==> config.mk <==
export PLATFORM = sky130hd
export DESIGN_NAME = hsb_host_port
export DESIGN_NICKNAME = d
export VERILOG_FILES = /design/src/rtl/hsb_pkg.sv /design/src/rtl/hsb_ptr.sv /design/src/rtl/hsb_idbank.sv /design/src/rtl/hsb_host_port.sv
export SDC_FILE = /design/constraint.sdc
export NUM_CORES = 1
export LEC_CHECK = 0
export BUFFER_PORTS_ARGS = -buffer_cell sky130_fd_sc_hd__buf_4
export CORE_MARGIN = 4
export CORE_UTILIZATION = 61
export DETAILED_ROUTE_END_ITERATION = 10
export PLACE_DENSITY_LB_ADDON = 0.08
export SETUP_SLACK_MARGIN = 0.02
export SYNTH_ARGS = -nofsm -noshare
export SYNTH_HDL_FRONTEND = slang
export SYNTH_SLANG_ARGS = --single-unit
==> constraint.sdc <==
create_clock -name clk -period 5.9 [get_ports clk]
set_clock_uncertainty 0.2 [all_clocks]
set_input_delay 1.18 -clock clk [delete_from_list [all_inputs] [get_ports clk]]
set_output_delay 1.18 -clock clk [all_outputs]
set_load 0.005 [all_outputs]
==> src/rtl/hsb_pkg.sv <==
package hsb_pkg;

    localparam int BYTE_W  = 8;
    localparam int SUB_W   = 3;
    localparam int NUM_SEL = 5;

    typedef logic [2:0] reg_off_t;

    localparam reg_off_t OFF_CFG  = 3'd0;
    localparam reg_off_t OFF_DATA = 3'd1;
    localparam reg_off_t OFF_PHI  = 3'd2;
    localparam reg_off_t OFF_PLO  = 3'd3;
    localparam reg_off_t OFF_SUB  = 3'd4;
    localparam reg_off_t OFF_SEL  = 3'd7;

    typedef struct packed {
        logic rd_dir;
        logic auto_inc;
    } ptr_mode_t;

    typedef struct packed {
        logic wr_cfg;
        logic wr_phi;
        logic wr_plo;
        logic wr_sub;
        logic wr_sel;
        logic dp_wr;
        logic dp_rd;
    } host_stb_t;

    function automatic host_stb_t decode_host(input reg_off_t off, input logic wr, input logic rd);
        host_stb_t s;
        s.wr_cfg = wr && (off == OFF_CFG);
        s.wr_phi = wr && (off == OFF_PHI);
        s.wr_plo = wr && (off == OFF_PLO);
        s.wr_sub = wr && (off == OFF_SUB);
        s.wr_sel = wr && (off == OFF_SEL);
        s.dp_wr  = wr && (off == OFF_DATA);
        s.dp_rd  = rd && !wr && (off == OFF_DATA);
        return s;
    endfunction

endpackage

==> src/rtl/hsb_ptr.sv <==
module hsb_ptr
    import hsb_pkg::*;
#(
    parameter int ADDR_W = 11
) (
    input  logic                clk,
    input  logic                rst,
    input  host_stb_t           stb,
    input  logic [BYTE_W-1:0]   wdata,
    output logic [ADDR_W-1:0]   ptr_q,
    output ptr_mode_t           mode_q,
    output logic [BYTE_W-1:0]   latch_q,
    output logic [ADDR_W-1:0]   ram_addr,
    output logic [BYTE_W-1:0]   ram_wdata,
    output logic                ram_we,
    output logic                ram_re,
    input  logic [BYTE_W-1:0]   ram_rdata
);
    localparam int HI_W = ADDR_W - BYTE_W;

    logic fetch_pend;
    logic fetch_busy;
    logic dp_access;
    logic want_fetch;

    assign dp_access  = stb.dp_wr || stb.dp_rd;
    assign want_fetch = mode_q.rd_dir && (stb.wr_plo || stb.dp_rd);

    // The host write always owns the port; a pending fetch waits a cycle.
    assign ram_we    = stb.dp_wr;
    assign ram_re    = fetch_pend && !stb.dp_wr;
    assign ram_addr  = ptr_q;
    assign ram_wdata = wdata;

    always_ff @(posedge clk) begin
        if (rst) begin
            ptr_q      <= '0;
            mode_q     <= '0;
            latch_q    <= '0;
            fetch_pend <= 1'b0;
            fetch_busy <= 1'b0;
        end else begin
            if (stb.wr_phi) begin
                mode_q.rd_dir          <= wdata[7];
                mode_q.auto_inc        <= wdata[6];
                ptr_q[ADDR_W-1:BYTE_W] <= wdata[HI_W-1:0];
            end
            if (stb.wr_plo)
                ptr_q[BYTE_W-1:0] <= wdata;
            if (dp_access && mode_q.auto_inc)
                ptr_q <= ptr_q + ADDR_W'(1);
            if (want_fetch)
                fetch_pend <= 1'b1;
            else if (ram_re)
                fetch_pend <= 1'b0;
            fetch_busy <= ram_re;
            if (fetch_busy)
                latch_q <= ram_rdata;
        end
    end

    // RAM port never driven for read and write together
    p_port_excl_r11: assert property (@(posedge clk) disable iff (rst)
        !(ram_we && ram_re));

    // a fetch blocked by a host write is still owed on the next cycle
    p_fetch_deferred_r11: assert property (@(posedge clk) disable iff (rst)
        (fetch_pend && stb.dp_wr) |=> fetch_pend);

    // auto-increment advances by exactly one, wrapping at the top
    p_ptr_inc_r6: assert property (@(posedge clk) disable iff (rst)
        (dp_access && mode_q.auto_inc) |=> (ptr_q == $past(ptr_q) + ADDR_W'(1)));

    // without auto-increment or pointer writes the pointer is stable
    p_ptr_hold_r6: assert property (@(posedge clk) disable iff (rst)
        (!mode_q.auto_inc && !stb.wr_phi && !stb.wr_plo) |=> $stable(ptr_q));

    // pointer-low write in read mode leaves a fetch owed
    p_prefetch_r5: assert property (@(posedge clk) disable iff (rst)
        (stb.wr_plo && mode_q.rd_dir) |=> fetch_pend);

endmodule

==> src/rtl/hsb_idbank.sv <==
module hsb_idbank
    import hsb_pkg::*;
#(
    parameter int NUM = NUM_SEL
) (
    input  logic               clk,
    input  logic               rst,
    input  logic               wr_en,
    input  logic [SUB_W-1:0]   sel,
    input  logic [BYTE_W-1:0]  wdata,
    output logic [BYTE_W-1:0]  rdata
);
    logic [NUM-1:0][BYTE_W-1:0] bank_q;

    for (genvar g = 0; g < NUM; g++) begin : g_entry
        always_ff @(posedge clk) begin
            if (rst)
                bank_q[g] <= '0;
            else if (wr_en && (sel == SUB_W'(g)))
                bank_q[g] <= wdata;
        end
    end

    always_comb begin
        rdata = '0;
        for (int i = 0; i < NUM; i++)
            if (sel == SUB_W'(i))
                rdata = bank_q[i];
    end

    // writes at reserved selector values leave every byte untouched
    p_reserved_nowrite_r9: assert property (@(posedge clk) disable iff (rst)
        (wr_en && (sel >= SUB_W'(NUM))) |=> $stable(bank_q));

    // reserved selector values read zero
    p_reserved_zero_r9: assert property (@(posedge clk) disable iff (rst)
        (sel >= SUB_W'(NUM)) |-> (rdata == '0));

endmodule

==> src/rtl/hsb_host_port.sv <==
module hsb_host_port
    import hsb_pkg::*;
#(
    parameter int ADDR_W = 11
) (
    input  logic               clk,
    input  logic               rst,
    input  logic [2:0]         host_addr,
    input  logic [7:0]         host_wdata,
    input  logic               host_wr,
    input  logic               host_rd,
    output logic [7:0]         host_rdata,
    output logic [ADDR_W-1:0]  ram_addr,
    output logic [7:0]         ram_wdata,
    output logic               ram_we,
    output logic               ram_re,
    input  logic [7:0]         ram_rdata
);
    localparam int HI_W = ADDR_W - BYTE_W;

    host_stb_t             stb;
    logic [ADDR_W-1:0]     ptr;
    ptr_mode_t             mode;
    logic [BYTE_W-1:0]     latch;
    logic [BYTE_W-1:0]     sel_rdata;
    logic [SUB_W-1:0]      sub_q;
    logic [BYTE_W-3:0]     cfg_hi_q;

    assign stb = decode_host(host_addr, host_wr, host_rd);

    hsb_ptr #(.ADDR_W(ADDR_W)) u_ptr (
        .clk       (clk),
        .rst       (rst),
        .stb       (stb),
        .wdata     (host_wdata),
        .ptr_q     (ptr),
        .mode_q    (mode),
        .latch_q   (latch),
        .ram_addr  (ram_addr),
        .ram_wdata (ram_wdata),
        .ram_we    (ram_we),
        .ram_re    (ram_re),
        .ram_rdata (ram_rdata)
    );

    hsb_idbank #(.NUM(NUM_SEL)) u_bank (
        .clk   (clk),
        .rst   (rst),
        .wr_en (stb.wr_sel),
        .sel   (sub_q),
        .wdata (host_wdata),
        .rdata (sel_rdata)
    );

    // Selector: low bits shared with the configuration byte.
    always_ff @(posedge clk) begin
        if (rst) begin
            sub_q    <= '0;
            cfg_hi_q <= '0;
        end else if (stb.wr_cfg) begin
            cfg_hi_q   <= host_wdata[7:2];
            sub_q[1:0] <= host_wdata[1:0];
            sub_q[2]   <= 1'b0;
        end else if (stb.wr_sub) begin
            sub_q <= host_wdata[SUB_W-1:0];
        end
    end

    always_comb begin
        unique case (host_addr)
            OFF_CFG:  host_rdata = {cfg_hi_q, sub_q[1:0]};
            OFF_DATA: host_rdata = latch;
            OFF_PHI:  host_rdata = {mode.rd_dir, mode.auto_inc, {(6-HI_W){1'b0}}, ptr[ADDR_W-1:BYTE_W]};
            OFF_PLO:  host_rdata = ptr[BYTE_W-1:0];
            OFF_SUB:  host_rdata = {{(BYTE_W-SUB_W){1'b0}}, sub_q};
            OFF_SEL:  host_rdata = sel_rdata;
            default:  host_rdata = '0;
        endcase
    end

    // a configuration write always leaves selector bit 2 clear
    p_cfg_clears_top_r10: assert property (@(posedge clk) disable iff (rst)
        stb.wr_cfg |=> (sub_q[2] == 1'b0));

    // a configuration write lands its low bits in the selector
    p_cfg_shares_low_r10: assert property (@(posedge clk) disable iff (rst)
        stb.wr_cfg |=> (sub_q[1:0] == $past(host_wdata[1:0])));

    // pointer-high reserved field always reads zero
    p_phi_resv_r3: assert property (@(posedge clk) disable iff (rst)
        (host_addr == OFF_PHI) |-> (host_rdata[5:3] == 3'b000));

endmodule

# Word-level counts from Yosys, hierarchy flattened
# Cells that the tools add are included.
# Widths: inputs -> output; s select.
[classes]
addsub = 1
n_mul = 0
div = 0
order_cmp = 0
eq_ne = 9
n_shift = 0
mux = 13
bitwise = 0
reduce_logical = 27
[ops]
columns = ["cell", "n"]
rows = [
  ["$mux 8", 6],
  ["$pmux 8 s6", 1],
  ["$logic_and 1x1->1", 16],
  ["$eq 3x2->1 const B", 4],
  ["$add 11x1->11 const B", 1],
  ["$mux 11", 1],
  ["$eq 3x3->1 const B", 3],
  ["$reduce_bool 2->1", 4],
  ["$eq 3x1->1 const B", 2],
  ["$logic_not 3->1", 2],
  ["$mux 2", 2],
  ["$mux 3", 1],
  ["$logic_not 1->1", 2],
  ["$logic_or 1x1->1", 2],
  ["$mux 1", 2],
  ["$reduce_or 2->1", 1],
]
[word_totals]
ff_bits = 72
latch_bits = 0
ramBits = 0
romBits = 0
out_inout_bits = 29
mem_count = 0

# Logic depth before layout (Yosys ltp)
# Gate-level depths: netlist (run 1).
[logic_depth]
depth_word = 7
depth_mapped = 7
mapped_depth_nobuf = 5

# Cells and area by module
# A second synthesis (run 1) with hierarchy kept.
[hier_totals]
cells_unflattened = 411
area_unflattened_um2 = 3727.3
[by_module_without_submodules]
columns = ["module", "instances", "cells_each", "area_per_inst_um2", "seq_area_each_um2"]
rows = [
  ["hsb_idbank", 1, 193, 1823.0, 800.8],
  ["hsb_ptr", 1, 130, 1149.9, 460.4],
  ["hsb_host_port", 1, 88, 754.5, 180.2],
]

# Worst setup path before layout (run 1)
# Ideal clock, no wire load.
[synth_timing]
path_kind = "input-to-output"
startpoint = "input host_addr[1]"
endpoint = "output host_rdata[3]"
arrival_time_ns = 2.221
setup_slack_ns = 2.299
cell_stages = 7
path_buffers = 3
path_cell_list = "buf_2 > and3_1 > and3_1 > buf_2 > buf_2 > a22oi_1 > o21ai_1"
[synth_via]
elab_chain_len = 2
elab_cells_between_ends = 7
[synth_lines]
columns = ["item", "line", "rtl"]
rows = [
  ["start: declaration", "hsb_host_port.sv:8", "input logic [2:0] host_addr,"],
  ["$eq 3x3->1 (tied with other cells)", "hsb_host_port.sv:70", "unique case (host_addr)"],
  ["$pmux 8 s6 *", "hsb_host_port.sv:70", ""],
  ["end: declaration", "hsb_host_port.sv:12", "output logic [7:0] host_rdata,"],
]
# Every way passes the cells marked *; elsewhere a longest branch is shown, timed or not.

# Final worst setup path (run 1)
[layout_timing]
startpoint = "input host_addr[0]"
endpoint = "output host_rdata[0]"
# Same word-level chain as after synthesis.

==> results.py, run 1 <==
metrics = {
    "finish": {
        "final_cell_mix": "dfxtp_1, buf_4, nor2_1",
        "fin_nets": 427,
        "n_antenna_cell": 0,
        "drive_gt1_share_pct": 20.9,
        "post-route-util_pct": 71.3,
        "area_growth_pct": 12.0,
        "final_common_cell": "dfxtp_1",
    },
    "yosys": {
        "synth-xor-area-share_pct": 0.248,
        "async_flop_share_pct": 0,
        "synth_top_flop_cell": "dfxtp_1",
        "synth_edf_count": 0,
        "synth-seq-cells": 72,
        "syn-num-nets": 406,
        "yosys_warnings": 0,
        "syn_inst": 382,
        "syn_avg_cell_area_um2": 9.23,
        "synth_area_um2": 3520,
        "synth_seq_area_share_pct": 40.9,
        "muxShareOfSynthArea_pct": 21.1,
        "synth_top_family_by_area": "multiplexers",
        "synth_compound_area_share_pct": 11.8,
        "yosys.area_share.simple_pct": 19.1,
        "synthAdderAreaFrac_pct": 0.355,
        "netlist-cell-type-count": 50,
    },
    "place": {
        "port_buffers": 51,
        "finalWeightedCongestion": 0.939,
        "place_hpwl_um": 6170,
    },
    "global_routing": {
        "grt_max_degree": 74,
        "grt_pass1_wl_um": 14400,
        "antenna_found_initial": 0,
        "grt_util_all_layers_pct": 25.9,
        "first_global_vias": 2725,
        "grt_overflow": 0,
    },
    "timing": {
        "final.setup.tns_ns": 0,
        "rsz0062_at_grt": "false",
        "tightest_slew_ns": 0.734,
        "slew_viol_final": 0,
        "slew_headroom_pct": 51.0,
        "finalSetupViolations": 0,
        "period_share_pct": 68.1,
        "timing.fmax_ghz": 0.249,
        "hold_viol": 0,
        "period_needed_ns": 4.02,
    },
    "setup_path": {
        "worstSetupStartpointType": "primary input",
        "critPathCaptureType": "output port",
        "cp_max_fo": 20,
        "rr_worst_depth": 4,
        "r2r-start": "sub_q[2]",
        "arrival_ns": 2.64,
        "r2r-end": "u_bank.bank_q[16]",
        "crit_path_max_incr_delay_ns": 0.42,
        "critical_path_class": "primary input to output port",
        "crit_slowest_cell": "a222oi_1",
        "reg2reg_slack_ns": 3.64,
        "cp_cell_sequence": "buf_4 > and3_1 > and3_1 > a222oi_1 > o21ai_1 > buf_4",
        "cp_data_required_time_ns": 4.52,
    },
    "min_path": {
        "worstHoldPathCells": 2,
        "hp-start": "u_bank.bank_q[38]",
        "min_path_type": "flip-flop to flip-flop",
        "hold_end": "u_bank.bank_q[38]",
    },
    "floorplan": {
        "die_height_um": 84.0,
        "rows": 27,
        "core_area_um2": 5540,
        "die_w_um": 84.0,
        "io_pins": 52,
        "dieArea_um2": 7060,
        "initial_core_util_pct": 63.6,
    },
    "clock_tree": {
        "cts.sinks": 72,
        "clkTransAtPathRegs_ns": 0.08,
        "cts_buffers": 9,
        "post_cts_buffers": 0,
        "cts_root_buf": "clkbuf_8",
        "clk_latency_ns": 0.35,
        "cts_tree": "yes",
        "hold_buffers": 0,
        "htreeDepth": 3,
        "clockBufferDepth": 2,
        "cts_resized": 0,
    },
    "route": {
        "final_antenna_net_count": 0,
        "drt_iter0_drc": 430,
        "wirelength_um": 8900,
        "vias": 2989,
        "wl_per_cell_um": 18.6,
        "drc": 0,
        "drtPass1Iterations": 5,
        "drt-vias-per-instance": 6.25,
    },
    "power": {
        "p_leak_nw": 1.53,
        "power_density_nw_per_um2": 226,
        "vdd_drop_max_v": 0.000163,
    },
    "run": {
        "drv_cap": 0,
    },
    "outcome": {
        "status": "finished clean",
    },
}
==> metrics by stage <==
stage | cell area [um2] | power [W] | setup WS (ns) | std cells | hold slack [ns]
floorplan | 3520 | 0.000553 | 2.30 | 382 | 0.236
global placement | 3800 | 0.000581 | 1.98 | 464 | 0.244
detailed placement | 3800 | 0.000583 | 1.92 | 464 | 0.253
CTS | 3950 | 0.000894 | 1.92 | 478 | 0.263
global route | 3950 | 0.000927 | 1.79 | 478 | 0.276
finish | 3950 | 0.000894 | 1.88 | 478 | 0.269
==> kinds of logic after synthesis <==
| kind of cell | count (synthesis) |
|---|---|
| multiplexers | 60 |
| AO/OA/AOI/OAI | 67 |
| buffers and inverters | 48 |
| XOR/XNOR | 1 |
| adder cells (fa/ha/maj) | 1 |
| AND/OR/NAND/NOR | 133 |
| flip-flops | 72 |
==> area by class of cell <==
type	count	area [um2]
Fill cell	456	1590
Sequential cell	72	1440
Inverter	6	22.5
Tap cell	72	90.1
Multi-Input combinational cell	262	1850
Timing Repair Buffer	52	390
Clock buffer	10	128
Clock inverter	4	23.8
==> synth_stat cells (4+ instances only) <==
library cell	number	area [um2]
dfxtp_1	72	1440
nor2_1	51	191
mux2i_1	44	440
nand2_1	29	109
a21oi_1	21	105
clkbuf_1	20	75.1
nand3_1	12	60.1
o21ai_0	12	60.1
a22oi_1	11	82.6
buf_2	11	55.1
mux4_2	11	248
buf_4	8	60.1
inv_1	6	22.5
nand4_1	6	37.5
mux2_2	5	56.3
o21ai_1	5	25.0
a31oi_1	4	25.0
and3_1	4	25.0
nor2b_1	4	25.0
==> worst max-delay path, delay by kind of cell <==
| family | cells | cell delay, ns |
|---|---|---|
| buffers and inverters | 2 | 0.34 |
| AND/OR/NAND/NOR | 2 | 0.55 |
| AO/OA/AOI/OAI | 2 | 0.56 |
==> state kept, by name, summed over array words and instances, names as in the netlist <==
| signal | flops |
|---|---|
| u_ptr.ptr_q | 11 |
| u_ptr.mode_q | 2 |
| u_bank.bank_q | 40 |
| u_ptr.fetch_busy | 1 |
| cfg_hi_q | 6 |
| sub_q | 3 |
| u_ptr.fetch_pend | 1 |
| u_ptr.latch_q | 8 |
==> worst max-delay path by stage <==
| stage | depth (start not counted) | end | start | slack [ns] |
|---|---|---|---|---|
| after detailed placement | 6 | host_rdata[0] | host_addr[0] | 1.92 |
| after global placement | 6 | host_rdata[0] | host_addr[0] | 1.98 |
| after global routing | 6 | host_rdata[0] | host_addr[0] | 1.79 |
| after floorplan | 7 | host_rdata[3] | host_addr[1] | 2.30 |
| final | 6 | host_rdata[0] | host_addr[0] | 1.88 |
| after CTS | 6 | host_rdata[0] | host_addr[0] | 1.92 |
==> report_power, final <==
group	internal [W]	total, W	switching, W
sequential	0.000491	0.000498	0.00000732
combinational	0.0000312	0.0000744	0.0000432
clock	0.000146	0.000321	0.000175
==> layer usage <==
layer	track usage, %	vias to the layer above	share of wire (%)
met3	7.50	23	7.1
met4	9.21	0	2.4
li1	-	1402	-
met2	39.7	121	47
met1	34.7	1443	43
met5	0	-	0
Power figures use the tool's default switching activity.
==> inputs of run 2 (changes only) <==
ABC_AREA = 1   (was unset)
CORE_UTILIZATION = 52   (was 61)
clock period = 3.65 ns   (was 5.9 ns; I/O delays follow)
==> results.py, run 2 <==
metrics = {
    "outcome": {
        "status": "finished clean",
    },
    "clock_tree": {
        "cts.sinks": 72,
        "clk_latency_ns": 0.36,
        "hold_buffers": 0,
        "clockBufferDepth": 2,
        "cts_buffers": 9,
        "cts_tree": "yes",
        "cts_root_buf": "clkbuf_8",
        "post_cts_buffers": 0,
        "cts_resized": 0,
        "htreeDepth": 3,
        "clkTransAtPathRegs_ns": 0.08,
    },
    "power": {
        "p_leak_nw": 1.87,
        "finalPower_w": 0.00181,
        "power_density_nw_per_um2": 425,
        "vdd_drop_max_v": 0.000279,
    },
    "place": {
        "finalWeightedCongestion": 0.935,
        "port_buffers": 51,
        "place_hpwl_um": 7370,
        "place_inst": 655,
    },
    "yosys": {
        "synth_commonest_cells": "nand2_1, nor2_1, dfxtp_1",
        "netlist_top_cells_area": "dfxtp_1, nand2_1, nor2_1",
        "async_flop_share_pct": 0,
        "yosysTopAreaCell": "dfxtp_1",
        "netlist-cell-type-count": 29,
        "synth_seq_area_share_pct": 39.3,
        "syn_inst": 534,
        "syn-num-nets": 558,
        "synth-seq-cells": 72,
        "synth_edf_count": 0,
        "syn_avg_cell_area_um2": 6.87,
        "synthDominantCellAreaShare_pct": 39.3,
        "yosys_warnings": 0,
        "yosysMostFrequentCell": "nand2_1",
        "synth_top_flop_cell": "dfxtp_1",
        "synth_area_um2": 3670,
    },
    "finish": {
        "largest_reg_flops": 40,
        "final_common_cell": "nand2_1",
        "instances_no_fill": 671,
        "drive_gt1_share_pct": 18.1,
        "fill_cells": 636,
        "area_growth_pct": 16.1,
        "seqCellArea_um2": 1440,
        "n_antenna_cell": 0,
        "fin_nets": 594,
        "multiInputGateArea_um2": 1820,
        "final_cell_mix": "nand2_1, nor2_1, dfxtp_1",
        "reg_top3": "u_bank.bank_q x40, u_ptr.ptr_q x11, u_ptr.latch_q x8",
        "largest-register": "u_bank.bank_q",
    },
    "global_routing": {
        "antenna_found_initial": 0,
        "grt_pass1_wl_um": 16100,
        "grt_max_degree": 32,
        "grt_util_all_layers_pct": 24.5,
        "grt_overflow": 0,
        "first_global_vias": 3244,
    },
    "timing": {
        "slew_viol_final": 0,
        "slew_headroom_pct": 52.6,
        "tightest_slew_ns": 0.707,
        "final.setup.tns_ns": 0,
        "period_needed_ns": 2.95,
        "hold_viol": 0,
        "timing.fmax_ghz": 0.339,
        "rsz0062_at_grt": "false",
        "finalSetupViolations": 0,
        "period_share_pct": 80.8,
    },
    "floorplan": {
        "die_w_um": 92.0,
        "die_height_um": 92.0,
        "rows": 30,
        "initial_core_util_pct": 53.7,
        "dieArea_um2": 8460,
        "core_area_um2": 6830,
        "io_pins": 52,
    },
    "route": {
        "vias": 3619,
        "wl_per_cell_um": 15.3,
        "drt_iter0_drc": 262,
        "drt-vias-per-instance": 5.39,
        "wirelength_um": 10300,
        "final_antenna_net_count": 0,
        "drtPass1Iterations": 7,
        "drc": 0,
    },
    "setup_path": {
        "cpMostUsedCell": "nand2_1",
        "worstSetupStartpointType": "flip-flop",
        "cp_data_required_time_ns": 2.72,
        "path_delay_family": "simple AND/OR/NAND/NOR gates",
        "crit_slowest_cell": "nor3_2",
        "cp_max_fo": 9,
        "arrival_ns": 2.02,
        "crit_path_max_incr_delay_ns": 0.62,
        "path_buf_inv": 2,
        "critPathCaptureType": "output port",
        "cp_cell_sequence": "nor3_2 > nand2_1 > nand2_1 > inv_1 > nand4_1 > nand2_1 > nand2_1 > buf_4",
        "critical_path_class": "flip-flop to output port",
    },
    "min_path": {
        "min_path_type": "flip-flop to flip-flop",
    },
    "run": {
        "drv_cap": 0,
    },
}
run 2: cell count changes in the layout (fill, tap and decap cells not counted), sizes merged, moves of 5 or more:
| cell | change |
|---|---|
| a21oi | +23 |
| a22oi | -11 |
| inv | +50 |
| mux2 | -5 |
| mux2i | -44 |
| mux4 | -11 |
| nand2 | +78 |
| nand3 | +33 |
| nor2 | +30 |
| o21ai | +66 |
run 2: kinds of logic (layout without fill, tap and decap cells):
logic type / Yosys count / count (layout) / share of synthesized area, %
buffers and inverters: 83 / 124 / 10.9
AO/OA/AOI/OAI: 136 / 136 / 19.6
AND/OR/NAND/NOR: 240 / 240 / 29.3
flip-flops: 72 / 72 / 39.3
adder cells (fa/ha/maj): 1 / 1 / 0.341
XOR/XNOR: 2 / 2 / 0.478
run 2: final timing paths:
| path | from | end | slack (ns) | cells after the start |
|---|---|---|---|---|
| max reg2reg | sub_q[0] | u_bank.bank_q[3] | 1.82 | 5 |
| min | u_ptr.fetch_pend | u_ptr.fetch_pend | 0.27 | 2 |
| min reg2reg | u_ptr.fetch_pend | u_ptr.fetch_pend | 0.27 | 2 |
| max | sub_q[0] | host_rdata[2] | 0.70 | 8 |
run 2: where the power goes:
group	leakage [nW]	switching, W	internal [W]
clock network	0.134	0.000318	0.000525
logic	1.16	0.0000993	0.0000569
registers	0.582	0.0000123	0.000797
run 2: cell type report:
class / instances / share of cell area (%)
clock buffers: 9 / 2.91
well taps: 96 / 2.82
repair buffers: 53 / 9.35
inverters: 55 / 4.85
clock inverters: 7 / 3.35
flip-flops and latches: 72 / 33.9
multi-input cells: 379 / 42.9
run 2: worst min-delay path: cells and delay by family (launching register included):
family             cells  cell delay [ns]
DFF                    1             0.32
and+or+nand+nor        1             0.06
AOI/OAI and AO/OA      1             0.05
run 2: through the flow:
stage / setup slack [ns] / util [%] / hold slack [ns] / cell area (um2)
2_1_floorplan: 1.24 / - / 0.226 / 3670
3_3_place_gp: 0.969 / 58.4 / 0.252 / 3990
3_5_place_dp: 0.957 / 58.4 / 0.257 / 3990
4_1_cts: 0.701 / 62.3 / 0.269 / 4260
5_1_grt: 0.571 / 62.3 / 0.279 / 4260
6_report: 0.701 / 62.3 / 0.272 / 4260
run 2: per-layer routing:
layer  track usage (%)  wire length (um)
met1              31.6              4500
met2              39.6              4870
met3              5.99               683
met4              9.41               206
met5                 0                 0
